File: config.mk
export PLATFORM = sky130hd
export DESIGN_NAME = spi_regbank_target
export DESIGN_NICKNAME = d
export VERILOG_FILES = /design/src/rtl/spi_regbank_pkg.sv /design/src/rtl/spi_edge_sync.sv /design/src/rtl/spi_frame_ctrl.sv /design/src/rtl/spi_sdo_mux.sv /design/src/rtl/spi_reg_file.sv /design/src/rtl/spi_regbank_target.sv
export SDC_FILE = /design/constraint.sdc
export NUM_CORES = 1
export LEC_CHECK = 0
export BUFFER_PORTS_ARGS = -buffer_cell sky130_fd_sc_hd__buf_2
export CAP_MARGIN = 20
export CORE_MARGIN = 1
export CORE_UTILIZATION = 55
export CTS_CLUSTER_SIZE = 30
export DETAILED_ROUTE_END_ITERATION = 8
export PLACE_DENSITY = 0.74
export SLEW_MARGIN = 20
export SYNTH_ARGS = -nofsm -noshare
export SYNTH_HDL_FRONTEND = slang
export SYNTH_HIERARCHICAL = 1
export SYNTH_SLANG_ARGS = --single-unit
export TNS_END_PERCENT = 1
File: constraint.sdc
create_clock -name clk -period 5.49 [get_ports clk]
set_input_delay 1.3725 -clock clk [delete_from_list [all_inputs] [get_ports clk]]
set_output_delay 1.3725 -clock clk [all_outputs]
set_load 0.01 [all_outputs]
File: src/rtl/spi_regbank_pkg.sv
package spi_regbank_pkg;
   localparam int HDR_BITS   = 8;
   localparam int DATA_BITS  = 8;
   localparam int CHK_BITS   = 8;
   localparam int ADDR_BITS  = HDR_BITS - 1;
   localparam int BASE_LEN   = HDR_BITS + DATA_BITS;
   localparam int CRC_LEN    = BASE_LEN + CHK_BITS;
   localparam int CNT_W      = $clog2(CRC_LEN + 1);
   localparam logic [HDR_BITS-1:0] ALIGN_WORD = 8'h25;

   typedef logic [CNT_W-1:0] bitcnt_t;
endpackage

File: src/rtl/spi_edge_sync.sv
module spi_edge_sync #(
   parameter int STAGES = 2
) (
   input  logic clk,
   input  logic rst_n,
   input  logic cs_n_in,
   input  logic sclk_in,
   input  logic sdi_in,
   output logic sclk_rise,
   output logic sclk_fall,
   output logic frame_start,
   output logic frame_end,
   output logic in_frame,
   output logic sdi_bit
);
   // bit 2 = chip select, bit 1 = clock, bit 0 = data
   localparam logic [2:0] IDLE_VAL = 3'b100;

   logic [2:0] chain_q [STAGES];
   logic       sclk_prev_q;
   logic       cs_prev_q;

   for (genvar s = 0; s < STAGES; s++) begin : g_stage
      if (s == 0) begin : g_first
         always_ff @(posedge clk or negedge rst_n) begin
            if (!rst_n) chain_q[s] <= IDLE_VAL;
            else        chain_q[s] <= {cs_n_in, sclk_in, sdi_in};
         end
      end else begin : g_next
         always_ff @(posedge clk or negedge rst_n) begin
            if (!rst_n) chain_q[s] <= IDLE_VAL;
            else        chain_q[s] <= chain_q[s-1];
         end
      end
   end

   logic cs_s, sclk_s;
   assign cs_s   = chain_q[STAGES-1][2];
   assign sclk_s = chain_q[STAGES-1][1];
   assign sdi_bit = chain_q[STAGES-1][0];

   always_ff @(posedge clk or negedge rst_n) begin
      if (!rst_n) begin
         sclk_prev_q <= 1'b0;
         cs_prev_q   <= 1'b1;
      end else begin
         sclk_prev_q <= sclk_s;
         cs_prev_q   <= cs_s;
      end
   end

   assign in_frame    = ~cs_s;
   assign sclk_rise   = sclk_s & ~sclk_prev_q;
   assign sclk_fall   = ~sclk_s & sclk_prev_q;
   assign frame_start = cs_prev_q & ~cs_s;
   assign frame_end   = ~cs_prev_q & cs_s;
endmodule

File: src/rtl/spi_frame_ctrl.sv
module spi_frame_ctrl
   import spi_regbank_pkg::*;
(
   input  logic                 clk,
   input  logic                 rst_n,
   input  logic                 sclk_rise,
   input  logic                 frame_start,
   input  logic                 frame_end,
   input  logic                 in_frame,
   input  logic                 sdi_bit,
   input  logic                 crc_mode,
   input  logic                 crc_match,
   input  logic [DATA_BITS-1:0] rd_data,
   output logic [ADDR_BITS-1:0] rd_addr,
   output bitcnt_t              bit_cnt,
   output logic                 crc_frame,
   output logic                 is_read,
   output logic [DATA_BITS-1:0] rdata,
   output logic                 wr_en,
   output logic [ADDR_BITS-1:0] wr_addr,
   output logic [DATA_BITS-1:0] wr_data,
   output logic [BASE_LEN-1:0]  payload,
   output logic [CHK_BITS-1:0]  crc_rx
);
   logic [CRC_LEN-1:0]   rx_q;
   logic [HDR_BITS-1:0]  hdr_q;
   logic [DATA_BITS-1:0] wdata_q;
   logic [DATA_BITS-1:0] rdata_q;
   logic                 addr_take_q;
   logic                 commit_q;
   bitcnt_t              frame_len;
   logic [7:0]           shift_in;
   logic                 take;

   assign frame_len = crc_frame ? bitcnt_t'(CRC_LEN) : bitcnt_t'(BASE_LEN);
   assign shift_in  = {rx_q[6:0], sdi_bit};
   assign take      = sclk_rise & in_frame & (bit_cnt < frame_len);

   always_ff @(posedge clk or negedge rst_n) begin
      if (!rst_n) begin
         rx_q        <= '0;
         hdr_q       <= '0;
         wdata_q     <= '0;
         rdata_q     <= '0;
         bit_cnt     <= '0;
         crc_frame   <= 1'b0;
         addr_take_q <= 1'b0;
         commit_q    <= 1'b0;
      end else begin
         addr_take_q <= 1'b0;
         commit_q    <= 1'b0;
         if (frame_start) begin
            bit_cnt   <= '0;
            crc_frame <= crc_mode;
         end else if (frame_end) begin
            bit_cnt <= '0;
         end else if (take) begin
            rx_q    <= {rx_q[CRC_LEN-2:0], sdi_bit};
            bit_cnt <= bit_cnt + 1'b1;
            if (bit_cnt == bitcnt_t'(HDR_BITS - 1)) begin
               hdr_q       <= shift_in;
               addr_take_q <= 1'b1;
            end
            if (bit_cnt == bitcnt_t'(BASE_LEN - 1)) wdata_q <= shift_in;
            if (bit_cnt == frame_len - 1'b1)        commit_q <= 1'b1;
         end
         if (addr_take_q) rdata_q <= rd_data;
      end
   end

   assign rd_addr = hdr_q[ADDR_BITS-1:0];
   assign is_read = hdr_q[HDR_BITS-1];
   assign rdata   = rdata_q;
   assign wr_addr = hdr_q[ADDR_BITS-1:0];
   assign wr_data = wdata_q;
   assign wr_en   = commit_q & ~is_read & (~crc_frame | crc_match);
   assign payload = {hdr_q, is_read ? rdata_q : wdata_q};
   assign crc_rx  = rx_q[CHK_BITS-1:0];
endmodule

File: src/rtl/spi_sdo_mux.sv
module spi_sdo_mux
   import spi_regbank_pkg::*;
(
   input  logic                 clk,
   input  logic                 rst_n,
   input  logic                 sclk_fall,
   input  logic                 frame_start,
   input  logic                 frame_end,
   input  logic                 in_frame,
   input  bitcnt_t              bit_cnt,
   input  logic                 is_read,
   input  logic                 crc_frame,
   input  logic [DATA_BITS-1:0] rdata,
   input  logic [CHK_BITS-1:0]  crc_tx,
   output logic                 sdo_pull_low,
   output logic                 sdo_value
);
   logic [CRC_LEN-1:0] stream;
   logic               next_bit;
   logic               bit_q;

   assign stream = {ALIGN_WORD,
                    is_read ? rdata : {DATA_BITS{1'b1}},
                    (is_read & crc_frame) ? crc_tx : {CHK_BITS{1'b1}}};
   assign next_bit = (bit_cnt < bitcnt_t'(CRC_LEN))
                   ? stream[bitcnt_t'(CRC_LEN - 1) - bit_cnt] : 1'b1;

   always_ff @(posedge clk or negedge rst_n) begin
      if (!rst_n)                       bit_q <= 1'b1;
      else if (frame_start)             bit_q <= ALIGN_WORD[HDR_BITS-1];
      else if (frame_end)               bit_q <= 1'b1;
      else if (sclk_fall && in_frame)   bit_q <= next_bit;
   end

   assign sdo_value    = bit_q;
   assign sdo_pull_low = ~bit_q;
endmodule

File: src/rtl/spi_reg_file.sv
module spi_reg_file
   import spi_regbank_pkg::*;
#(
   parameter int NUM_REGS   = 4,
   parameter int CTRL_ADDR  = 0,
   parameter int CRC_EN_BIT = 0
) (
   input  logic                          clk,
   input  logic                          rst_n,
   input  logic                          wr_en,
   input  logic [ADDR_BITS-1:0]          wr_addr,
   input  logic [DATA_BITS-1:0]          wr_data,
   input  logic [ADDR_BITS-1:0]          rd_addr,
   output logic [DATA_BITS-1:0]          rd_data,
   output logic                          crc_mode,
   output logic [NUM_REGS*DATA_BITS-1:0] regs_flat
);
   logic [DATA_BITS-1:0] regs_q [NUM_REGS];

   for (genvar i = 0; i < NUM_REGS; i++) begin : g_reg
      always_ff @(posedge clk or negedge rst_n) begin
         if (!rst_n)
            regs_q[i] <= '0;
         else if (wr_en && wr_addr == ADDR_BITS'(i))
            regs_q[i] <= wr_data;
      end
      assign regs_flat[i*DATA_BITS +: DATA_BITS] = regs_q[i];
   end

   always_comb begin
      rd_data = '0;
      for (int i = 0; i < NUM_REGS; i++)
         if (rd_addr == ADDR_BITS'(i)) rd_data = regs_q[i];
   end

   assign crc_mode = regs_q[CTRL_ADDR][CRC_EN_BIT];
endmodule

File: src/rtl/spi_regbank_target.sv
module spi_regbank_target
   import spi_regbank_pkg::*;
#(
   parameter int NUM_REGS    = 4,
   parameter int SYNC_STAGES = 2,
   parameter int CTRL_ADDR   = 0,
   parameter int CRC_EN_BIT  = 0
) (
   input  logic                clk,
   input  logic                rst_n,
   input  logic                spi_cs_n,
   input  logic                spi_sclk,
   input  logic                spi_sdi,
   output logic                sdo_pull_low,
   output logic                sdo_value,
   output logic                crc_mode,
   output logic [BASE_LEN-1:0] frame_payload,
   output logic [CHK_BITS-1:0] frame_crc_rx,
   input  logic [CHK_BITS-1:0] crc_tx_byte,
   input  logic                crc_match
);
   localparam int REG_VEC_W = NUM_REGS * DATA_BITS;

   if (NUM_REGS < 1 || NUM_REGS > (1 << ADDR_BITS)) begin : g_bad_num_regs
      $error("NUM_REGS out of range");
   end
   if (SYNC_STAGES < 2) begin : g_bad_sync
      $error("SYNC_STAGES must be at least 2");
   end
   if (CTRL_ADDR < 0 || CTRL_ADDR >= NUM_REGS) begin : g_bad_ctrl
      $error("CTRL_ADDR must address a stored register");
   end
   if (CRC_EN_BIT < 0 || CRC_EN_BIT >= DATA_BITS) begin : g_bad_bit
      $error("CRC_EN_BIT outside the data byte");
   end

   logic                 sclk_rise, sclk_fall, frame_start, frame_end, in_frame, sdi_bit;
   bitcnt_t              bit_cnt;
   logic                 crc_frame, is_read, wr_en;
   logic [ADDR_BITS-1:0] rd_addr, wr_addr;
   logic [DATA_BITS-1:0] rd_data, rdata, wr_data;
   logic [REG_VEC_W-1:0] regs_flat;

   spi_edge_sync #(.STAGES(SYNC_STAGES)) sync_i (
      .clk(clk), .rst_n(rst_n),
      .cs_n_in(spi_cs_n), .sclk_in(spi_sclk), .sdi_in(spi_sdi),
      .sclk_rise(sclk_rise), .sclk_fall(sclk_fall),
      .frame_start(frame_start), .frame_end(frame_end),
      .in_frame(in_frame), .sdi_bit(sdi_bit)
   );

   spi_frame_ctrl frame_i (
      .clk(clk), .rst_n(rst_n),
      .sclk_rise(sclk_rise), .frame_start(frame_start), .frame_end(frame_end),
      .in_frame(in_frame), .sdi_bit(sdi_bit),
      .crc_mode(crc_mode), .crc_match(crc_match), .rd_data(rd_data),
      .rd_addr(rd_addr), .bit_cnt(bit_cnt), .crc_frame(crc_frame),
      .is_read(is_read), .rdata(rdata), .wr_en(wr_en),
      .wr_addr(wr_addr), .wr_data(wr_data),
      .payload(frame_payload), .crc_rx(frame_crc_rx)
   );

   spi_sdo_mux sdo_i (
      .clk(clk), .rst_n(rst_n),
      .sclk_fall(sclk_fall), .frame_start(frame_start), .frame_end(frame_end),
      .in_frame(in_frame), .bit_cnt(bit_cnt), .is_read(is_read),
      .crc_frame(crc_frame), .rdata(rdata), .crc_tx(crc_tx_byte),
      .sdo_pull_low(sdo_pull_low), .sdo_value(sdo_value)
   );

   spi_reg_file #(
      .NUM_REGS(NUM_REGS), .CTRL_ADDR(CTRL_ADDR), .CRC_EN_BIT(CRC_EN_BIT)
   ) regs_i (
      .clk(clk), .rst_n(rst_n),
      .wr_en(wr_en), .wr_addr(wr_addr), .wr_data(wr_data),
      .rd_addr(rd_addr), .rd_data(rd_data),
      .crc_mode(crc_mode), .regs_flat(regs_flat)
   );
endmodule

After elaboration in Yosys (flattened, before gate mapping)
Cells that the tools add are included.
{ "classes": {"add_sub_neg": 3, "magnitude_cmp": 3, "eq_ne": 6, "n_mux": 25, "bitwise": 19, "n_reduce_logical": 11} }
{ "op_table": {"columns": ["op", "n"], "rows": [
  ["8-bit two-way mux", 7],
  ["5-bit two-way mux", 3],
  ["7-bit by 2-bit == test with 1-bit output, second input constant", 2],
  ["1-bit two-way mux", 13],
  ["1-bit bitwise AND", 9],
  ["1-bit inverter", 9],
  ["4-bit AND reduction", 2],
  ["7-bit by 1-bit == test with 1-bit output, second input constant", 1],
  ["7-bit logical NOT", 1],
  ["5-bit by 6-bit < comparator with 1-bit output, second input constant", 1],
  ["3-bit nonzero test", 2],
  ["5-bit by 1-bit adder with 5-bit output, second input constant", 1],
  ["1-bit binary-select mux with 5-bit select", 1],
  ["5-bit by 3-bit == test with 1-bit output, second input constant", 1],
  ["5-bit by 4-bit == test with 1-bit output, second input constant", 1],
  ["5-bit == test", 1],
  ["1-bit logical AND", 5],
  ["5-bit < comparator", 1],
  ["5-bit < comparator, second input constant", 1],
  ["5-bit by 1-bit subtractor with 5-bit output, second input constant", 1],
  ["5-bit subtractor, first input constant", 1],
  ["4-bit two-way mux", 1],
  ["3-bit AND reduction", 1],
  ["1-bit OR", 1]
]} }
{ "totals": {"reg_bits": 81, "out_inout_bits": 27, "wordCells": 84} }

Depth between registers and ports, before layout
Gate-level depths: netlist (run 1).
{ "depth": {"depth_word": 8, "depth_mapped": 6} }

By module
The synthesis (run 1) kept the hierarchy.
{ "modules_own_cells": {"columns": ["module", "n_inst", "cells_per_inst", "area_each_um2"], "rows": [
  ["spi_frame_ctrl", 1, 138, 1863.0],
  ["spi_reg_file", 1, 93, 1503.9],
  ["spi_sdo_mux", 1, 27, 255.2],
  ["spi_edge_sync", 1, 13, 237.7]
]} }

Least setup slack after synthesis (run 1)
No wires, ideal clock.
{ "synth_timing": {"path_kind": "input -> register", "from": "in crc_match", "to": "reg regs_i.regs_q, in the netlist regs_i/regs_flat[10]", "setup_time_ps": 125, "arrival_ps": 2455, "setup_slack_ps": 2910, "cell_stages": 6, "n_path_buf": 1, "path_cell_list": "nor2b_1 nor3b_1 nor2b_1 clkbuf_1 nand4b_2 mux2_2"} }
{ "synth_between": {"elab_chain_cells": 3} }
{ "synth_lines": {"columns": ["element", "line_no", "rtl"], "rows": [
  ["start, declared", "spi_regbank_target.sv:20", "input logic crc_match"],
  ["1-bit OR", "spi_frame_ctrl.sv:76", "assign wr_en = commit_q & ~is_read & (~crc_frame | crc_match);"],
  ["1-bit bitwise AND", "spi_frame_ctrl.sv:76", null],
  ["net wr_en", "spi_regbank_target.sv:39", "logic crc_frame, is_read, wr_en;"],
  ["1-bit logical AND", "spi_reg_file.sv:24", "else if (wr_en && wr_addr == ADDR_BITS'(i))"],
  ["end signal, assigned by index", "spi_reg_file.sv:25", "regs_q[i] <= wr_data;"],
  ["end, declared", "spi_reg_file.sv:18", "logic [DATA_BITS-1:0] regs_q [NUM_REGS];"]
]} }
The timed path passes the listed nets, and every way through them passes these cells.
A chain may end at the register's enable or synchronous reset.

Final worst setup path (run 1)
{ "layout_timing": {"from": "reg frame_i.hdr_q[7]", "to": "out frame_payload[1]"} }
{ "layout_between": {"elab_chain_cells": 1} }
{ "layout_lines": {"columns": ["element", "line_no", "rtl"], "rows": [
  ["start, declared", "spi_frame_ctrl.sv:26", "logic [HDR_BITS-1:0] hdr_q;"],
  ["start signal, assigned", "spi_frame_ctrl.sv:61", "hdr_q <= shift_in;"],
  ["8-bit two-way mux", "spi_frame_ctrl.sv:77", "assign payload = {hdr_q, is_read ? rdata_q : wdata_q};"],
  ["end, declared", "spi_regbank_target.sv:17", "output logic [BASE_LEN-1:0] frame_payload,"]
]} }
No other way between the ends.

==> results of run 1 <==
registers in the layout, summed over array words and instances, names as in the netlist, 5 cells and up:
register          flops
frame_i/bit_cnt       5
frame_i/hdr_q         8
frame_i/rdata         8
frame_i/rx_q          8
frame_i/wr_data       8
regs_i/regs_flat     31
sync_i/chain_q        5
layout make-up:
| type | instances | area [sq um] | area share, % |
|---|---|---|---|
| flip-flops and latches | 81 | 2030 | 47.6 |
| clock inverters | 5 | 103 | 2.40 |
| clock buffers | 11 | 141 | 3.31 |
| repair buffers | 40 | 206 | 4.84 |
| well taps | 96 | 120 | 2.82 |
| inverters | 6 | 22.5 | 0.528 |
| multi-input cells | 159 | 1640 | 38.5 |
how the worst max path moves through the flow:
stage,from,end,slack [ps]
finish,frame_i/hdr_q[7]$_DFFE_PN0P_,frame_payload[1],2570
global route,frame_i/hdr_q[7]$_DFFE_PN0P_,frame_payload[5],2500
floorplan,crc_match,regs_i/regs_flat[10]$_DFFE_PN0P_,2910
CTS,frame_i/hdr_q[7]$_DFFE_PN0P_,frame_payload[1],2540
global placement,crc_match,regs_i/regs_flat[12]$_DFFE_PN0P_,2510
detailed placement,crc_match,regs_i/regs_flat[8]$_DFFE_PN0P_,2440
metal layers:
metal | GRT usage [%] | share of wire [%]
met1 | 31.8 | 48
met2 | 31.8 | 46
met3 | 5.10 | 3.8
met4 | 8.33 | 1.8
met5 | 0 | 0
per-stage QoR:
stage / hold slack, ps / instance area (sq um)
floorplan: 331 / 3850
global placement: 337 / 4020
detailed placement: 341 / 4020
CTS: 358 / 4260
global route: 362 / 4270
finish: 354 / 4270
power breakdown:
part           internal [W]  switching, W
combinational     0.0000364     0.0000418
clock              0.000314      0.000209
sequential         0.000619     0.0000241
==> flow_summary.toml, run 1 <==
[status]
status = "complete, no violations"

[sta]
timing.fmax_mhz = 343
tightest_slew_ps = 803
worst_slack_ps = 2570
tns_ps = 0
finalCriticalPeriod_ps = 2920
hold_viol_final = 0
finalCritPeriodShare_pct = 53.2
setup_viol = 0
rsz0062_at_grt = "false"
finalMaxSlewViolations = 0
fin_skew_ps = 12.9
relSlewSlack_pct = 46.1

[grt]
grt_max_degree = 82
overflow = 0
grt_usage_pct = 21.7
grt_pass1_vias = 2278
antenna_found_initial = 0
grt_first_pass_wirelength_mm = 12.0

[layout]
final_util_pct = 62.8
fillers = 513
area_growth_pct = 10.8
diodes = 0
nNetsFinal = 315
layout.cells.non_filler = 398
mostFrequentLayoutCells = "dfrtp_1, mux2_2, buf_2"
layout_commonest_cell = "dfrtp_1"
drive_gt1_share_pct = 50.0

[power_and_ir_drop]
powerDensity_nw_per_um2 = 292
leakagePower_nw = 2.19
total_power_w = 0.00124
ir_drop_v = 0.000196

[hold_path]
min_from = "sync_i/chain_q[3]$_DFF_PN0_"
min_delay_path_depth = 0
min_path_type = "flip-flop to flip-flop"
min_to = "sync_i/sdi_bit$_DFF_PN0_"

[critical_path]
worstPathArrival_ps = 1550
crit_path_top_delay_cell = "dfrtp_1"
worst-path-stages = 2
worst-path-buf-inv = 1
ff2ff_setup_slack_ps = 3290
worst_path_dominant_cell_family = "flip-flops"
rr_worst_depth = 4
crit_path_start_kind = "flip-flop"
rr_startpoint = "frame_i/hdr_q[7]$_DFFE_PN0P_"
worstPathCellList = "mux2_2 > buf_2"
critPathCaptureType = "output port"
required_ps = 4120
critPathMaxFanout = 12
critical-path-max-stage-delay_ps = 660
rr_endpoint = "regs_i/regs_flat[8]$_DFFE_PN0P_"
critical_path_class = "flip-flop to output port"

[route]
ant_nets = 0
wl_mm = 7.17
drc = 0
wl_per_cell_um = 18.0
via_per_inst = 5.72
first_iter_violations = 154
vias = 2275
drtPass1Iterations = 4

[cts]
cts_sinks = 81
cts_buffer_depth = 2
clkTransAtPathRegs_ps = 80
ctsHoldBuffers = 0
cts_resized = 0
tritoncts = "yes"
cts_buffers = 9
clockRootBuffer = "clkbuf_8"
insertion_delay_ps = 340
cts_setup_buffers = 0
htree_levels = 3

[floorplan]
fp.dieH_um = 85.7
dieArea_sq_um = 7340
core_sq_um = 6790
start_util_pct = 56.7
rows = 30
pin_count = 41
die_w_um = 85.7

[place]
gp_congestion = 0.746
dp_cells = 382
port_buffers = 40
pre_cts_ws_ps = 2440
dp_hpwl_mm = 4.83

[synth]
syn-instance-count = 270
yosysWarnings = 6
synth.avg_cell_area_sq_um = 14.3
syn-num-nets = 288
netlist_area_sq_um = 3850

[run]
max-cap-violations = 0
(Power assumes the default switching activity.)
==> run 2, diff against run 1 <==
==> constraint.sdc (replaced) <==
create_clock -name clk -period 2.8 [get_ports clk]
set_input_delay 0.7 -clock clk [delete_from_list [all_inputs] [get_ports clk]]
set_output_delay 0.7 -clock clk [all_outputs]
set_load 0.01 [all_outputs]
==> flow_summary.toml, run 2 (synthesis results as in run 1) <==
[cts]
ctsHoldBuffers = 0
cts_setup_buffers = 0
cts_resized = 0
htree_levels = 3
cts_buffers = 9
clockRootBuffer = "clkbuf_8"
insertion_delay_ps = 360
clkTransAtPathRegs_ps = 90
cts_buffer_depth = 2
tritoncts = "yes"
cts_sinks = 81

[power_and_ir_drop]
cellInternalPower_w = 0.00161
ir_drop_v = 0.000353
combinationalPowerShare_pct = 7.1
p_sw_w = 0.000583
switching_share_pct = 26.5
leakagePower_nw = 2.16
p_clk_share_pct = 35.5
power_frac_seq_pct = 57.4
powerDensity_nw_per_um2 = 521

[grt]
grtUsageMet1_pct = 31.8
grt_pass1_vias = 2231
overflow = 0
use_met3_pct = 3.75
grt_usage_pct = 22.0
antenna_found_initial = 0
grt_max_degree = 48
top_usage_layer = "met2"
grt_first_pass_wirelength_mm = 12.0
use_met2_pct = 33.5

[critical_path]
crit_path_start_kind = "flip-flop"
rr_endpoint = "regs_i/regs_flat[15]$_DFFE_PN0P_"
critPathLaunch = "frame_i/hdr_q[7]$_DFFE_PN0P_"
critPathCaptureType = "output port"
required_ps = 2100
critPathMaxFanout = 12
ff2ff_setup_slack_ps = 650
worstPathArrival_ps = 1590
rr_startpoint = "frame_i/hdr_q[7]$_DFFE_PN0P_"
critical_path_class = "flip-flop to output port"
rr_worst_depth = 4

[layout]
layout.cells.non_filler = 399
area_growth_pct = 9.42
fillers = 532
mostFrequentLayoutCells = "dfrtp_1, mux2_2, buf_2"
final_area_sq_um = 4220
largest_register_ffs = 31
diodes = 0
layout_commonest_cell = "dfrtp_1"
drive_gt1_share_pct = 50.5
nNetsFinal = 316

[place]
gp_congestion = 0.776
dp_hpwl_mm = 5.10
dp_cells = 383
dpl-instance-area_sq_um = 4040
port_buffers = 40

[sta]
tns_ps = 0
finalCritPeriodShare_pct = 81.8
finalCriticalPeriod_ps = 2290
hold_viol_final = 0
timing.fmax_mhz = 437
rsz0062_at_grt = "false"
fin_skew_ps = 14.4
tightest_slew_ps = 735
finalMaxSlewViolations = 0
setup_viol = 0
relSlewSlack_pct = 50.6

[route]
ant_nets = 0
wl_per_cell_um = 18.3
wl_mm = 7.30
first_iter_violations = 113
via_per_inst = 5.65
drc = 0
drtPass1Iterations = 4
vias = 2253

[floorplan]
start_util_pct = 56.7
dieArea_sq_um = 7340
pin_count = 41
rows = 30
die_w_um = 85.7
core_sq_um = 6790
fp.dieH_um = 85.7

[run]
max-cap-violations = 0

[hold_path]
min_path_type = "primary input to async pin"

[status]
status = "complete, no violations"
[run 2: cell count changes in the layout (fill, tap and decap cells not counted), sizes merged]
cell,before,now
inv,6,8
bufinv,3,0
buf,40,41
clkinvlp,1,4
clkbuf,11,9
[run 2: worst max-delay path by stage]
stage,cells after the start,slack [ps],end
2_1_floorplan,6,890,regs_i/regs_flat[10]$_DFFE_PN0P_
3_3_place_gp,6,450,regs_i/regs_flat[13]$_DFFE_PN0P_
3_5_place_dp,6,480,regs_i/regs_flat[15]$_DFFE_PN0P_
4_1_cts,2,510,frame_payload[4]
5_1_grt,2,470,frame_payload[7]
6_report,2,510,frame_payload[0]
[run 2: per-layer routing]
layer / up-vias / part of all wire (%) / routed length (um)
li1: 1038 / - / -
met4: 0 / 1.6 / 116
met3: 10 / 2.9 / 214
met5: - / 0 / 0
met1: 1163 / 47 / 3410
met2: 42 / 49 / 3550
[run 2: area by class of cell]
type                    instances  area (sq um)  share of cell area, %
clock inverters                 7          52.6                   1.25
repair buffers                 41           223                   5.28
inverters                       6          22.5                  0.534
flip-flops and latches         81          2030                   48.2
well taps                      96           120                   2.85
multi-input cells             159          1640                   38.9
clock buffers                   9           124                   2.94
[run 2: critical path: stages, from the launching register on]
cell     delay [ps]
dfrtp_1         680
mux2_2          410
buf_2           140
[run 2: per-stage QoR]
step	total power (W)	utilization [%]	worst slack, ps	hold slack (ps)
global placement	0.00144	59.4	455	337
finish	0.00219	62.0	510	273
floorplan	0.00135	-	893	331
global route	0.00228	62.0	472	314
detailed placement	0.00144	59.4	484	336
CTS	0.00221	62.0	512	287
[run 2: power groups by stage]
stage | logic, W | registers (W) | clock network [W]
2_1_floorplan | 0.0000651 | 0.00129 | 0
3_5_place_dp | 0.000158 | 0.00128 | 0
3_3_place_gp | 0.000156 | 0.00128 | 0
5_1_grt | 0.000172 | 0.00127 | 0.000838
4_1_cts | 0.000160 | 0.00126 | 0.000793
6_report | 0.000156 | 0.00126 | 0.000778
==> run 3, diff against run 2 <==
--- a/config.mk
+++ b/config.mk
@@ -8,10 +8,10 @@
 export BUFFER_PORTS_ARGS = -buffer_cell sky130_fd_sc_hd__buf_2
 export CAP_MARGIN = 20
 export CORE_MARGIN = 1
-export CORE_UTILIZATION = 55
+export CORE_UTILIZATION = 53
 export CTS_CLUSTER_SIZE = 30
 export DETAILED_ROUTE_END_ITERATION = 8
-export PLACE_DENSITY = 0.74
+export PLACE_DENSITY = 0.75
 export SLEW_MARGIN = 20
 export SYNTH_ARGS = -nofsm -noshare
 export SYNTH_HDL_FRONTEND = slang
==> constraint.sdc (replaced) <==
create_clock -name clk -period 2.09 [get_ports clk]
set_input_delay 0.5225 -clock clk [delete_from_list [all_inputs] [get_ports clk]]
set_output_delay 0.5225 -clock clk [all_outputs]
set_load 0.01 [all_outputs]
==> flow_summary.toml, run 3 (synthesis results as in run 1) <==
[route]
wl_met1_mm = 3.66
via_per_inst = 5.66
drtPass1Iterations = 4
route.met3.wl_um = 312
route.top_layer_used = "met4"
drc = 0
first_iter_violations = 132
wl_mm = 7.76
route.met2.wl_mm = 3.67
ant_nets = 0
wl_per_cell_um = 18.7
vias = 2345

[sta]
setup_viol = 0
rsz0062_at_grt = "false"
tns_ps = 0
timing.fmax_mhz = 510
relSlewSlack_pct = 60.7
worst_slack_ps = 130
hold_viol_final = 0
finalCriticalPeriod_ps = 1960
tightest_slew_ps = 589
fin_skew_ps = 13.5
finalMaxSlewViolations = 0
finalCritPeriodShare_pct = 93.8

[floorplan]
core_sq_um = 6910
rows = 30
die_w_um = 87.3
start_util_pct = 55.8
pin_count = 41
dieArea_sq_um = 7610
fp.dieH_um = 87.3

[grt]
overflow = 0
grt_first_pass_wirelength_mm = 12.7
antenna_found_initial = 0
grt_max_degree = 51
grt_pass1_vias = 2313
grt_usage_pct = 23.1

[critical_path]
crit_path_top_delay_cell = "mux2_2"
rr_endpoint = "frame_i/rx_q[4]$_DFFE_PN0P_"
critical_path_class = "flip-flop to output port"
critPathMaxFanout = 11
ff2ff_setup_slack_ps = 150
rr_worst_depth = 4
crit_path_start_kind = "flip-flop"
required_ps = 1570
worstPathArrival_ps = 1440
rr_startpoint = "sync_i/chain_q[2]$_DFF_PN1_"
critPathCaptureType = "output port"
worstPathCellList = "buf_4 > mux2_2 > buf_2"
critical-path-max-stage-delay_ps = 370

[power_and_ir_drop]
leakagePower_nw = 2.26
powerDensity_nw_per_um2 = 713
ir_drop_v = 0.000594

[layout]
layout.cells.non_filler = 414
diodes = 0
nNetsFinal = 331
mostFrequentLayoutCells = "dfrtp_1, mux2_2, buf_2"
largest_register_ffs = 31
layout_commonest_cell = "dfrtp_1"
area_growth_pct = 13.5
drive_gt1_share_pct = 52.8
fillers = 569
final_util_pct = 63.3

[cts]
tritoncts = "yes"
htree_levels = 3
insertion_delay_ps = 360
cts_resized = 0
ctsHoldBuffers = 0
cts_sinks = 81
cts_setup_buffers = 0
cts_buffers = 9
clockRootBuffer = "clkbuf_8"
clkTransAtPathRegs_ps = 90
cts_buffer_depth = 2

[place]
dp_cells = 398
dp_hpwl_mm = 5.52
pre_cts_ws_ps = 153
port_buffers = 40
gp_congestion = 0.767

[status]
status = "complete, no violations"

[run]
max-cap-violations = 0

[hold_path]
min_path_type = "primary input to async pin"
run 3: changes by cell type in the layout (fill, tap and decap cells not counted), sizes merged:
cell,previous run,this run
clkinvlp,4,0
buf,41,56
inv,8,10
bufinv,0,1
clkinv,1,2
run 3: worst max path at each step:
stage / from / end / cells past startpoint
2_1_floorplan: frame_i/hdr_q[0]$_DFFE_PN0P_ / frame_i/rdata[0]$_DFFE_PN0P_ / 5
3_3_place_gp: sync_i/chain_q[2]$_DFF_PN1_ / frame_i/rx_q[4]$_DFFE_PN0P_ / 4
3_5_place_dp: sync_i/chain_q[2]$_DFF_PN1_ / frame_i/rx_q[4]$_DFFE_PN0P_ / 4
4_1_cts: frame_i/hdr_q[7]$_DFFE_PN0P_ / frame_payload[4] / 3
5_1_grt: sync_i/chain_q[2]$_DFF_PN1_ / frame_i/hdr_q[0]$_DFFE_PN0P_ / 4
6_report: frame_i/hdr_q[7]$_DFFE_PN0P_ / frame_payload[0] / 3
run 3: metal layers:
layer | track usage, % | vias to the layer above
li1 | - | 1075
met4 | 7.90 | 0
met3 | 5.12 | 8
met5 | 0 | -
met2 | 34.4 | 55
met1 | 33.6 | 1207
run 3: layout make-up:
class                           instances  area [sq um]  area share (%)
Multi-Input combinational cell        159          1640            37.5
Clock buffer                            9           124            2.83
Tap cell                               96           120            2.75
Clock inverter                          7          85.1            1.95
Timing Repair Buffer                   56           348            7.95
Sequential cell                        81          2030            46.5
Inverter                                6          22.5           0.515
run 3: metrics by stage:
stage | hold WS, ps | area (sq um) | total power [W]
floorplan | 227 | 3850 | 0.00181
detailed placement | 342 | 4160 | 0.00195
finish | 94.1 | 4370 | 0.00312
global placement | 335 | 4160 | 0.00194
CTS | 94.2 | 4370 | 0.00316
global route | 115 | 4370 | 0.00324
run 3: worst max-delay path: cells and delay by family, from the launching register on:
family / cells / cell delay, ps
multiplexers: 1 / 370
buffers and inverters: 2 / 360
flip-flops: 1 / 360
run 3: power breakdown:
group	switching (W)	internal [W]
clock	0.000623	0.000577
combinational	0.000118	0.000103
sequential	0.0000707	0.00162
total	0.000812	0.00230
